## config.mk

```make
export PLATFORM = sky130hd
export DESIGN_NAME = cpu_bus_seq
export DESIGN_NICKNAME = d
export VERILOG_FILES = /design/src/rtl/bseq_pkg.sv /design/src/rtl/bseq_fsm.sv /design/src/rtl/bseq_half.sv /design/src/rtl/bseq_refresh.sv /design/src/rtl/bseq_strobe.sv /design/src/rtl/cpu_bus_seq.sv
export SDC_FILE = /design/constraint.sdc
export NUM_CORES = 1
export LEC_CHECK = 0
export ABC_AREA = 1
export ABC_CLOCK_PERIOD_IN_PS = 1200
export BUFFER_PORTS_ARGS = -buffer_cell sky130_fd_sc_hd__buf_2
export CAP_MARGIN = 20
export CELL_PAD_IN_SITES_DETAIL_PLACEMENT = 0
export CELL_PAD_IN_SITES_GLOBAL_PLACEMENT = 2
export CORE_MARGIN = 10
export CORE_UTILIZATION = 26
export DETAILED_ROUTE_END_ITERATION = 10
export GPL_ROUTABILITY_DRIVEN = 0
export PLACE_DENSITY = 0.84
export REMOVE_ABC_BUFFERS = 1
export SLEW_MARGIN = 20
export SYNTH_ARGS = -nofsm -noshare
export SYNTH_HDL_FRONTEND = slang
export SYNTH_SLANG_ARGS = --single-unit
```

## constraint.sdc

```tcl
create_clock -name clk -period 1.2 [get_ports clk]
set_input_delay 0.12 -clock clk [delete_from_list [all_inputs] [get_ports clk]]
set_output_delay 0.12 -clock clk [all_outputs]
set_load 0.005 [all_outputs]
```

## src/rtl/bseq_pkg.sv

```systemverilog
`timescale 1ns/1ps
package bseq_pkg;

   typedef enum logic [2:0] {
      PH_IDLE = 3'd0,
      PH_T1   = 3'd1,
      PH_T2   = 3'd2,
      PH_TW   = 3'd3,
      PH_T3   = 3'd4,
      PH_T4   = 3'd5,
      PH_HOLD = 3'd6
   } phase_e;

   typedef enum logic [2:0] {
      CYC_FETCH = 3'd0,
      CYC_MRD   = 3'd1,
      CYC_MWR   = 3'd2,
      CYC_IORD  = 3'd3,
      CYC_IOWR  = 3'd4
   } cyc_e;

   function automatic logic cyc_is_write(cyc_e c);
      return (c == CYC_MWR) || (c == CYC_IOWR);
   endfunction

   function automatic logic cyc_is_io(cyc_e c);
      return (c == CYC_IORD) || (c == CYC_IOWR);
   endfunction

   function automatic logic ph_is_access(phase_e p);
      return (p == PH_T1) || (p == PH_T2) || (p == PH_TW);
   endfunction

   function automatic cyc_e cyc_from_code(logic [2:0] code);
      cyc_e c;
      case (code)
         3'd0:    c = CYC_FETCH;
         3'd1:    c = CYC_MRD;
         3'd2:    c = CYC_MWR;
         3'd3:    c = CYC_IORD;
         3'd4:    c = CYC_IOWR;
         default: c = CYC_MRD;
      endcase
      return c;
   endfunction

endpackage

```

## src/rtl/bseq_fsm.sv

```systemverilog
`timescale 1ns/1ps
module bseq_fsm
   import bseq_pkg::*;
#(
   parameter int unsigned ADDR_W    = 16,
   parameter int unsigned DATA_W    = 8,
   parameter int unsigned BOOT_ADDR = 0
) (
   input  logic              clk,
   input  logic              rst_n,
   input  logic              req,
   input  logic [2:0]        req_type,
   input  logic [ADDR_W-1:0] req_addr,
   input  logic [DATA_W-1:0] req_wdata,
   input  logic              wait_n,
   input  logic              busreq_n,
   input  logic [DATA_W-1:0] dbus_i,
   input  logic [DATA_W-1:0] late_data,
   output phase_e            ph,
   output cyc_e              cyc,
   output logic [ADDR_W-1:0] addr_q,
   output logic [DATA_W-1:0] wdata_q,
   output logic [DATA_W-1:0] rdata,
   output logic              done,
   output logic              run,
   output logic              rfsh_adv
);

   localparam logic [ADDR_W-1:0] BOOT_VEC = ADDR_W'(BOOT_ADDR);

   phase_e ph_q;
   cyc_e   cyc_q;
   logic   boot_q;

   always_ff @(posedge clk or negedge rst_n) begin
      if (!rst_n) begin
         ph_q    <= PH_IDLE;
         cyc_q   <= CYC_FETCH;
         addr_q  <= BOOT_VEC;
         wdata_q <= '0;
         rdata   <= '0;
         done    <= 1'b0;
         boot_q  <= 1'b1;
         run     <= 1'b0;
      end else begin
         run  <= 1'b1;
         done <= 1'b0;
         unique case (ph_q)
            PH_IDLE: begin
               if (!busreq_n) begin
                  ph_q <= PH_HOLD;
               end else if (boot_q || req) begin
                  ph_q    <= PH_T1;
                  boot_q  <= 1'b0;
                  cyc_q   <= boot_q ? CYC_FETCH : cyc_from_code(req_type);
                  addr_q  <= boot_q ? BOOT_VEC : req_addr;
                  wdata_q <= req_wdata;
               end
            end
            PH_T1: ph_q <= PH_T2;
            PH_T2, PH_TW: begin
               if (wait_n) begin
                  ph_q <= PH_T3;
                  if (cyc_q == CYC_FETCH) rdata <= dbus_i;
               end else begin
                  ph_q <= PH_TW;
               end
            end
            PH_T3: begin
               if (cyc_q == CYC_FETCH) begin
                  ph_q <= PH_T4;
               end else begin
                  ph_q <= PH_IDLE;
                  done <= 1'b1;
                  if (!cyc_is_write(cyc_q)) rdata <= late_data;
               end
            end
            PH_T4: begin
               ph_q <= PH_IDLE;
               done <= 1'b1;
            end
            PH_HOLD: begin
               if (busreq_n) ph_q <= PH_IDLE;
            end
            default: ph_q <= PH_IDLE;
         endcase
      end
   end

   assign ph       = ph_q;
   assign cyc      = cyc_q;
   assign rfsh_adv = (ph_q == PH_T4);


   wait_ins_chk: assert property (@(posedge clk) disable iff (!rst_n)
      (((ph_q == PH_T2) || (ph_q == PH_TW)) && !wait_n) |=> (ph_q == PH_TW));


   grant_chk: assert property (@(posedge clk) disable iff (!rst_n)
      ((ph_q == PH_IDLE) && !busreq_n) |=> (ph_q == PH_HOLD));


   release_chk: assert property (@(posedge clk) disable iff (!rst_n)
      ((ph_q == PH_HOLD) && busreq_n) |=> (ph_q == PH_IDLE));


   done_idle_chk: assert property (@(posedge clk) disable iff (!rst_n)
      done |-> (ph_q == PH_IDLE || ph_q == PH_HOLD || ph_q == PH_T1));

endmodule

```

## src/rtl/bseq_half.sv

```systemverilog
`timescale 1ns/1ps
module bseq_half
   import bseq_pkg::*;
#(
   parameter int unsigned DATA_W = 8
) (
   input  logic              clk,
   input  logic              rst_n,
   input  phase_e            ph,
   input  logic [DATA_W-1:0] dbus_i,
   output phase_e            ph_n,
   output logic [DATA_W-1:0] late_data
);

   always_ff @(negedge clk or negedge rst_n) begin
      if (!rst_n) begin
         ph_n      <= PH_IDLE;
         late_data <= '0;
      end else begin
         ph_n <= ph;
         if (ph == PH_T3) late_data <= dbus_i;
      end
   end

endmodule

```

## src/rtl/bseq_refresh.sv

```systemverilog
`timescale 1ns/1ps
module bseq_refresh #(
   parameter int unsigned DATA_W = 8,
   parameter int unsigned RFSH_W = 7
) (
   input  logic              clk,
   input  logic              rst_n,
   input  logic              adv,
   output logic [DATA_W-1:0] raddr
);

   generate
      if (RFSH_W == DATA_W) begin : g_full
         logic [DATA_W-1:0] cnt_q;
         always_ff @(posedge clk or negedge rst_n) begin
            if (!rst_n)   cnt_q <= '0;
            else if (adv) cnt_q <= cnt_q + DATA_W'(1);
         end
         assign raddr = cnt_q;


         rfsh_step_chk: assert property (@(posedge clk) disable iff (!rst_n)
            adv |=> (cnt_q == $past(cnt_q) + DATA_W'(1)));
      end else begin : g_split
         logic [RFSH_W-1:0]        lo_q;
         logic [DATA_W-RFSH_W-1:0] hi_q;
         always_ff @(posedge clk or negedge rst_n) begin
            if (!rst_n) begin
               lo_q <= '0;
               hi_q <= '0;
            end else if (adv) begin
               lo_q <= lo_q + RFSH_W'(1);
               hi_q <= hi_q;
            end
         end
         assign raddr = {hi_q, lo_q};


         rfsh_step_chk: assert property (@(posedge clk) disable iff (!rst_n)
            adv |=> ((lo_q == $past(lo_q) + RFSH_W'(1)) && (hi_q == $past(hi_q))));
      end
   endgenerate

endmodule

```

## src/rtl/bseq_strobe.sv

```systemverilog
`timescale 1ns/1ps
module bseq_strobe
   import bseq_pkg::*;
#(
   parameter int unsigned ADDR_W = 16,
   parameter int unsigned DATA_W = 8
) (
   input  logic              clk,
   input  logic              rst_n,
   input  phase_e            ph,
   input  phase_e            ph_n,
   input  cyc_e              cyc,
   input  logic              run,
   input  logic [ADDR_W-1:0] addr_q,
   input  logic [DATA_W-1:0] wdata_q,
   input  logic [DATA_W-1:0] raddr,
   output logic [ADDR_W-1:0] addr_o,
   output logic              addr_oe,
   output logic [DATA_W-1:0] dbus_o,
   output logic              dbus_oe,
   output logic              mreq_n,
   output logic              iorq_n,
   output logic              rd_n,
   output logic              wr_n,
   output logic              m1_n,
   output logic              rfsh_n,
   output logic              ctl_oe,
   output logic              busack_n
);

   localparam int unsigned PAD_W = ADDR_W - DATA_W;

   logic early_act, late_act, late_wr, fetch, wrt, io, slot, slot_mreq, hold;

   always_comb begin
      early_act = ph_is_access(ph);
      late_act  = ph_is_access(ph_n);
      late_wr   = (ph_n == PH_T2) || (ph_n == PH_TW);
      fetch     = (cyc == CYC_FETCH);
      wrt       = cyc_is_write(cyc);
      io        = cyc_is_io(cyc);
      slot      = fetch && ((ph == PH_T3) || (ph == PH_T4));
      slot_mreq = slot && (ph_n == PH_T3);
      hold      = (ph == PH_HOLD);

      m1_n   = !(fetch && early_act);
      rfsh_n = !slot;
      mreq_n = !((fetch && ((early_act && late_act) || slot_mreq)) ||
                 (!fetch && !io && late_act));
      iorq_n = !(io && late_act);
      rd_n   = !((fetch && early_act && late_act) || (!fetch && !wrt && late_act));
      wr_n   = !(wrt && late_wr);

      addr_o  = slot ? {{PAD_W{1'b0}}, raddr} : addr_q;
      addr_oe = run && !hold;
      ctl_oe  = run && !hold;
      dbus_o  = wdata_q;
      dbus_oe = run && !hold && wrt && (early_act || (ph == PH_T3));

      busack_n = !hold;
   end


   iorq_mreq_excl_chk: assert property (@(posedge clk) disable iff (!rst_n)
      !(!mreq_n && !iorq_n));


   wr_qual_chk: assert property (@(posedge clk) disable iff (!rst_n)
      !wr_n |-> (!mreq_n || !iorq_n));


   rfsh_quiet_chk: assert property (@(posedge clk) disable iff (!rst_n)
      !rfsh_n |-> (rd_n && m1_n && wr_n));


   fetch_rd_chk: assert property (@(posedge clk) disable iff (!rst_n)
      (!rd_n && !m1_n) |-> !mreq_n);


   hold_float_chk: assert property (@(posedge clk) disable iff (!rst_n)
      !busack_n |-> (!addr_oe && !dbus_oe && !ctl_oe && mreq_n && iorq_n));

endmodule

```

## src/rtl/cpu_bus_seq.sv

```systemverilog
`timescale 1ns/1ps
module cpu_bus_seq
   import bseq_pkg::*;
#(
   parameter int unsigned ADDR_W    = 16,
   parameter int unsigned DATA_W    = 8,
   parameter int unsigned RFSH_W    = 7,
   parameter int unsigned BOOT_ADDR = 0
) (
   input  logic              clk,
   input  logic              rst_n,
   input  logic              req,
   input  logic [2:0]        req_type,
   input  logic [ADDR_W-1:0] req_addr,
   input  logic [DATA_W-1:0] req_wdata,
   output logic [DATA_W-1:0] rdata,
   output logic              done,
   output logic [ADDR_W-1:0] addr_o,
   output logic              addr_oe,
   input  logic [DATA_W-1:0] dbus_i,
   output logic [DATA_W-1:0] dbus_o,
   output logic              dbus_oe,
   output logic              mreq_n,
   output logic              iorq_n,
   output logic              rd_n,
   output logic              wr_n,
   output logic              m1_n,
   output logic              rfsh_n,
   output logic              ctl_oe,
   input  logic              wait_n,
   input  logic              busreq_n,
   output logic              busack_n
);

   generate
      if (ADDR_W <= DATA_W) begin : g_bad_addr
         $error("cpu_bus_seq: ADDR_W must exceed DATA_W");
      end
      if (RFSH_W < 1 || RFSH_W > DATA_W) begin : g_bad_rfsh
         $error("cpu_bus_seq: RFSH_W must lie in 1..DATA_W");
      end
      if ((BOOT_ADDR >> ADDR_W) != 0) begin : g_bad_boot
         $error("cpu_bus_seq: BOOT_ADDR does not fit ADDR_W");
      end
   endgenerate

   phase_e            ph, ph_n;
   cyc_e              cyc;
   logic [ADDR_W-1:0] addr_q;
   logic [DATA_W-1:0] wdata_q, late_data, raddr;
   logic              run, rfsh_adv;

   bseq_fsm #(.ADDR_W(ADDR_W), .DATA_W(DATA_W), .BOOT_ADDR(BOOT_ADDR)) u_fsm (
      .clk(clk), .rst_n(rst_n), .req(req), .req_type(req_type),
      .req_addr(req_addr), .req_wdata(req_wdata), .wait_n(wait_n),
      .busreq_n(busreq_n), .dbus_i(dbus_i), .late_data(late_data),
      .ph(ph), .cyc(cyc), .addr_q(addr_q), .wdata_q(wdata_q),
      .rdata(rdata), .done(done), .run(run), .rfsh_adv(rfsh_adv)
   );

   bseq_half #(.DATA_W(DATA_W)) u_half (
      .clk(clk), .rst_n(rst_n), .ph(ph), .dbus_i(dbus_i),
      .ph_n(ph_n), .late_data(late_data)
   );

   bseq_refresh #(.DATA_W(DATA_W), .RFSH_W(RFSH_W)) u_rfsh (
      .clk(clk), .rst_n(rst_n), .adv(rfsh_adv), .raddr(raddr)
   );

   bseq_strobe #(.ADDR_W(ADDR_W), .DATA_W(DATA_W)) u_strb (
      .clk(clk), .rst_n(rst_n), .ph(ph), .ph_n(ph_n), .cyc(cyc), .run(run),
      .addr_q(addr_q), .wdata_q(wdata_q), .raddr(raddr),
      .addr_o(addr_o), .addr_oe(addr_oe), .dbus_o(dbus_o), .dbus_oe(dbus_oe),
      .mreq_n(mreq_n), .iorq_n(iorq_n), .rd_n(rd_n), .wr_n(wr_n),
      .m1_n(m1_n), .rfsh_n(rfsh_n), .ctl_oe(ctl_oe), .busack_n(busack_n)
   );


   always @(posedge clk) begin
      if (!rst_n) begin
         reset_quiet_chk: assert (!addr_oe && !dbus_oe && !ctl_oe && mreq_n && iorq_n &&
                                  rd_n && wr_n && m1_n && rfsh_n && busack_n);
      end
   end

endmodule

```

Word-level counts from Yosys, hierarchy flattened

Cells that the tools add are included.

Word-level logic and storage cells: 97
Input bits: 40
Output and inout port bits: 43
Register bits after elaboration: 59

Reduce and logical (&&, ||, !) cells: 46
Muxes and demuxes: 17
Equal/unequal tests: 22
Add/sub/neg operators: 1

Operator list:

| kind                                                                    | number |
|---|---|
| 16-bit 2-to-1 mux                                                       | 2 |
| 8-bit 2-to-1 mux                                                        | 4 |
| 3-bit by 2-bit == test with 1-bit output, second input constant         | 8 |
| 3-bit == test, second input constant                                    | 6 |
| 3-bit 2-to-1 mux                                                        | 6 |
| 8-bit case mux with 2 select lines                                      | 1 |
| 1-bit logical AND                                                       | 15 |
| 3-bit case mux with 5 select lines                                      | 1 |
| 1-bit logical OR                                                        | 13 |
| 3-bit case mux with 4 select lines                                      | 1 |
| 1-bit logical NOT                                                       | 10 |
| 3-bit logical NOT                                                       | 3 |
| 2-bit inequality test, second input constant                            | 4 |
| 7-bit by 1-bit adder with 7-bit output, second input constant           | 1 |
| 3-bit by 1-bit == test with 1-bit output, second input constant         | 2 |
| 5-bit AND reduction                                                     | 1 |
| 3-bit by 2-bit inequality test with 1-bit output, second input constant | 1 |
| 3-bit AND reduction                                                     | 1 |
| 2-bit by 1-bit inequality test with 1-bit output, second input constant | 1 |
| 1-bit case mux with 2 select lines                                      | 1 |
| 2-bit AND reduction                                                     | 1 |
| 2-bit nonzero test                                                      | 1 |
| 2-bit OR reduction                                                      | 1 |
| 1-bit 2-to-1 mux                                                        | 1 |

Logic depth before layout (Yosys ltp)

Depth after elaboration: 8
Mapped depth: 8
Mapped depth without buffers: 7

Modules after synthesis

From an unflattened synthesis, not the netlist that was laid out.

Cells, all modules: 380
Area, all modules: 3101.7 um^2

By module, submodules not included:

| module       | cells an instance | times used | sequential area each (um^2) | area an instance (um^2) |
|---|---|---|---|---|
| bseq_fsm     | 223               | 1          | 1027.2                      | 1940.6 |
| bseq_strobe  | 84                | 1          | 0.0                         | 412.9 |
| bseq_half    | 38                | 1          | 275.3                       | 402.9 |
| bseq_refresh | 35                | 1          | 175.2                       | 345.3 |

==> flow_metrics.py <==
metrics = {
    "outcome": {
        "status": "complete, but fails checks",
        "violations": "setup timing",
    },
    "sta": {
        "rsz0062_at_grt": "true",
        "fin_ws_ns": -0.803,
        "finClkSkew_ns": 0.0152,
        "setup_violations": 83,
        "slew_violations": 0,
        "hold_viol_final": 0,
        "fin_setup_tns_ns": -40.12,
    },
    "drt": {
        "wl_um": 10300,
        "vias": 3043,
        "route.detailed.drc": 0,
        "drt_pass1_iterations": 5,
        "drt_first_iter_violations": 113,
        "ant_nets": 0,
        "via_per_inst": 4.44,
        "wl_per_cell_um": 15.1,
    },
    "synthesis": {
        "netlist.area_leader.share_pct": 41.0,
        "synth_top_family_by_area": "simple AND/OR/NAND/NOR gates",
        "syn_avg_cell_area_sq_um": 8.03,
        "synth-xor-area-share_pct": 0.917,
        "synth.area.top_cells": "dfrtp_1 (41%), nand2_1 (16%), dfrtn_1 (9.6%), nand3_1 (7.0%), o21ai_0 (4.9%)",
        "ys_warn_count": 0,
        "synth_seq_cells": 59,
        "synth_cell_types": 28,
        "yosysSeqAreaShare_pct": 51.6,
        "synth_cells": 357,
        "synth-adder-area-share_pct": 0.437,
        "synth_compound_area_share_pct": 5.94,
        "synth_mux_area_share_pct": 0,
        "synth_top_area_cell": "dfrtp_1",
        "synth-simple-area-share_pct": 32.9,
        "syn_area_sq_um": 2870,
    },
    "worst_setup_path": {
        "crit_required_ns": 1.08,
        "worstSetupPathType": "flop to primary output",
        "endpoint_kind": "primary output",
        "worstPathMaxFanout": 4,
        "start_kind": "flop",
        "crit_arrival_ns": 1.88,
    },
    "cts": {
        "cts_made_buffers": 9,
        "clkSinkCount": 59,
        "insertion_delay_ns": 0.34,
        "clock_path_buffers": 2,
        "tritoncts": "done",
        "cts_root_buf": "clkbuf_8",
        "clk_pin_slew_ns": 0.07,
        "htreeDepth": 3,
    },
    "finish": {
        "final_common_cell": "nand2_1",
        "antenna_cells": 0,
        "stdcell_count": 685,
        "design_area_sq_um": 5290,
        "final_cell_mix": "nand2_1 (76), buf_2 (75), dfrtp_1 (46), buf_6 (41), buf_4 (41)",
        "drive_gt1_share_pct": 60.0,
        "areaGrowthSynthToFinish_pct": 84.8,
        "nets": 581,
        "fillerInstances": 947,
    },
    "global_routing": {
        "antenna_found_initial": 0,
        "grtUsageTotal_pct": 12.5,
        "grt_max_degree": 29,
        "grt.overflow.total": 0,
        "grt_pass1_wl_um": 15900,
        "grt_pass1_vias": 3153,
    },
    "power_and_ir_drop": {
        "p_leak_nw": 2.74,
        "p_per_area_nw_per_um2": 2540,
        "total_power_mw": 13.4,
        "peakVddDrop_v": 0.00101,
    },
    "placed_design": {
        "io_buffers": 82,
        "place_area_sq_um": 3780,
        "dp_hpwl_um": 6200,
        "place_ws_ns": -0.529,
        "dpl.cell_count": 616,
    },
    "floorplanning": {
        "start_util_pct": 26.5,
        "core_area_sq_um": 10800,
        "num_rows": 38,
        "ios": 83,
        "die-width_um": 125,
        "die-area_sq_um": 15600,
        "die_h_um": 125,
    },
    "hold_path": {
        "hold_class": "primary input to flop",
    },
    "run": {
        "drv_cap": 0,
    },
}
-- where the power goes --
| part | total, mW | switching (mW) | internal (mW) |
|---|---|---|---|
| registers | 3.42 | 0.538 | 2.88 |
| clock network | 1.88 | 0.811 | 1.07 |
| logic | 8.12 | 3.92 | 4.21 |
| total | 13.4 | 5.27 | 8.16 |
-- routing by layer --
metal	track usage [%]	vias up	wire length, um
li1	-	1506	-
met1	14.6	1437	4180
met2	21.0	79	5400
met3	2.62	21	498
met4	6.57	0	262
met5	0	-	0
-- kinds of logic after synthesis --
family          after synthesis
compound gates               34
other cells                   1
simple gates                209
fa+ha+maj                     1
flops                        59
xor+xnor                      3
buf+inv                      50
-- repair_timing --
item | 4_1_cts | 5_1_grt
gates cloned | 9 | 1
endpoints found under the hold margin | 12 | 0
pin swaps | 25 | 37
resized for setup | 157 | 94
setup buffers | 33 | 15
endpoints found under the setup margin | 84 | 95
hold buffers | 9 | 0
-- state kept, by name, summed over array words and instances (netlist names) --
| signal | flops |
|---|---|
| u_fsm.wdata_q | 8 |
| u_fsm.rdata | 8 |
| u_rfsh.g_split.lo_q | 7 |
| u_fsm.done | 1 |
| u_half.late_data | 8 |
| u_fsm.addr_q | 16 |
| u_half.ph_n | 3 |
| u_fsm.run | 1 |
| u_fsm.boot_q | 1 |
| u_fsm.cyc | 3 |
| u_fsm.ph | 3 |
-- critical path, cell delays in order, from the launching register on --
cell and delay [ns]:
dfrtn_1 0.42, nor2_2 0.06, nor2_2 0.14, nor2_1 0.05, nor2_1 0.08, o21ai_1 0.06, buf_2 0.14
-- cell type report --
class                      count  area (sq um)  share of cell area [%]
tap                          140           175                    3.31
clock inverter                 4          50.0                   0.945
inverter                      38           160                    3.03
multi-input combinational    249          1700                    32.0
sequential                    59          1480                    27.9
timing repair buffer         183          1580                    29.8
clock buffer                  12           155                    2.93
-- synth_stat cells, drive strengths merged --
cell type	instances
dfstp	1
dfrtn	11
a21oi	5
nand2	128
nand3	42
nand4	5
o21ai	29
dfrtp	47
inv	37
buf	12
xor2	2
nor2	30
clkinv	1
nand3b	2
ha	1
conb	1
xnor2	1
nor3	2
-- stage by stage --
| stage | hold slack [ns] | util, % |
|---|---|---|
| 4_1_cts | 0.00359 | 46.2 |
| 3_5_place_dp | 0.0881 | 35.0 |
| 3_3_place_gp | 0.0906 | 35.0 |
| 6_report | 0.0106 | 49.0 |
| 2_1_floorplan | -0.176 | - |
| 5_1_grt | 0.0138 | 49.0 |
-- path summary, 6_finish.rpt --
| kind | from | to | slack, ns | depth (start not counted) |
|---|---|---|---|---|
| worst max-delay path | u_half.ph_n[1]$_DFF_NN0_ | mreq_n | -0.80 | 6 |
| max in group asynchronous | rst_n | u_half.late_data[7]$_DFFE_NN0P_ | 0.22 | 2 |
| worst min-delay path | req_addr[10] | u_fsm.addr_q[10]$_DFFE_PN0P_ | 0.01 | 3 |
| min in group asynchronous | rst_n | u_fsm.run$_DFF_PN0_ | 0.24 | 2 |
| worst min register to register | u_half.late_data[3]$_DFFE_NN0P_ | u_half.late_data[3]$_DFFE_NN0P_ | 0.46 | 2 |
| worst max register to register | u_fsm.ph[1]$_DFFE_PN0P_ | u_half.late_data[6]$_DFFE_NN0P_ | -0.59 | 6 |
(Power assumes the default switching activity.)
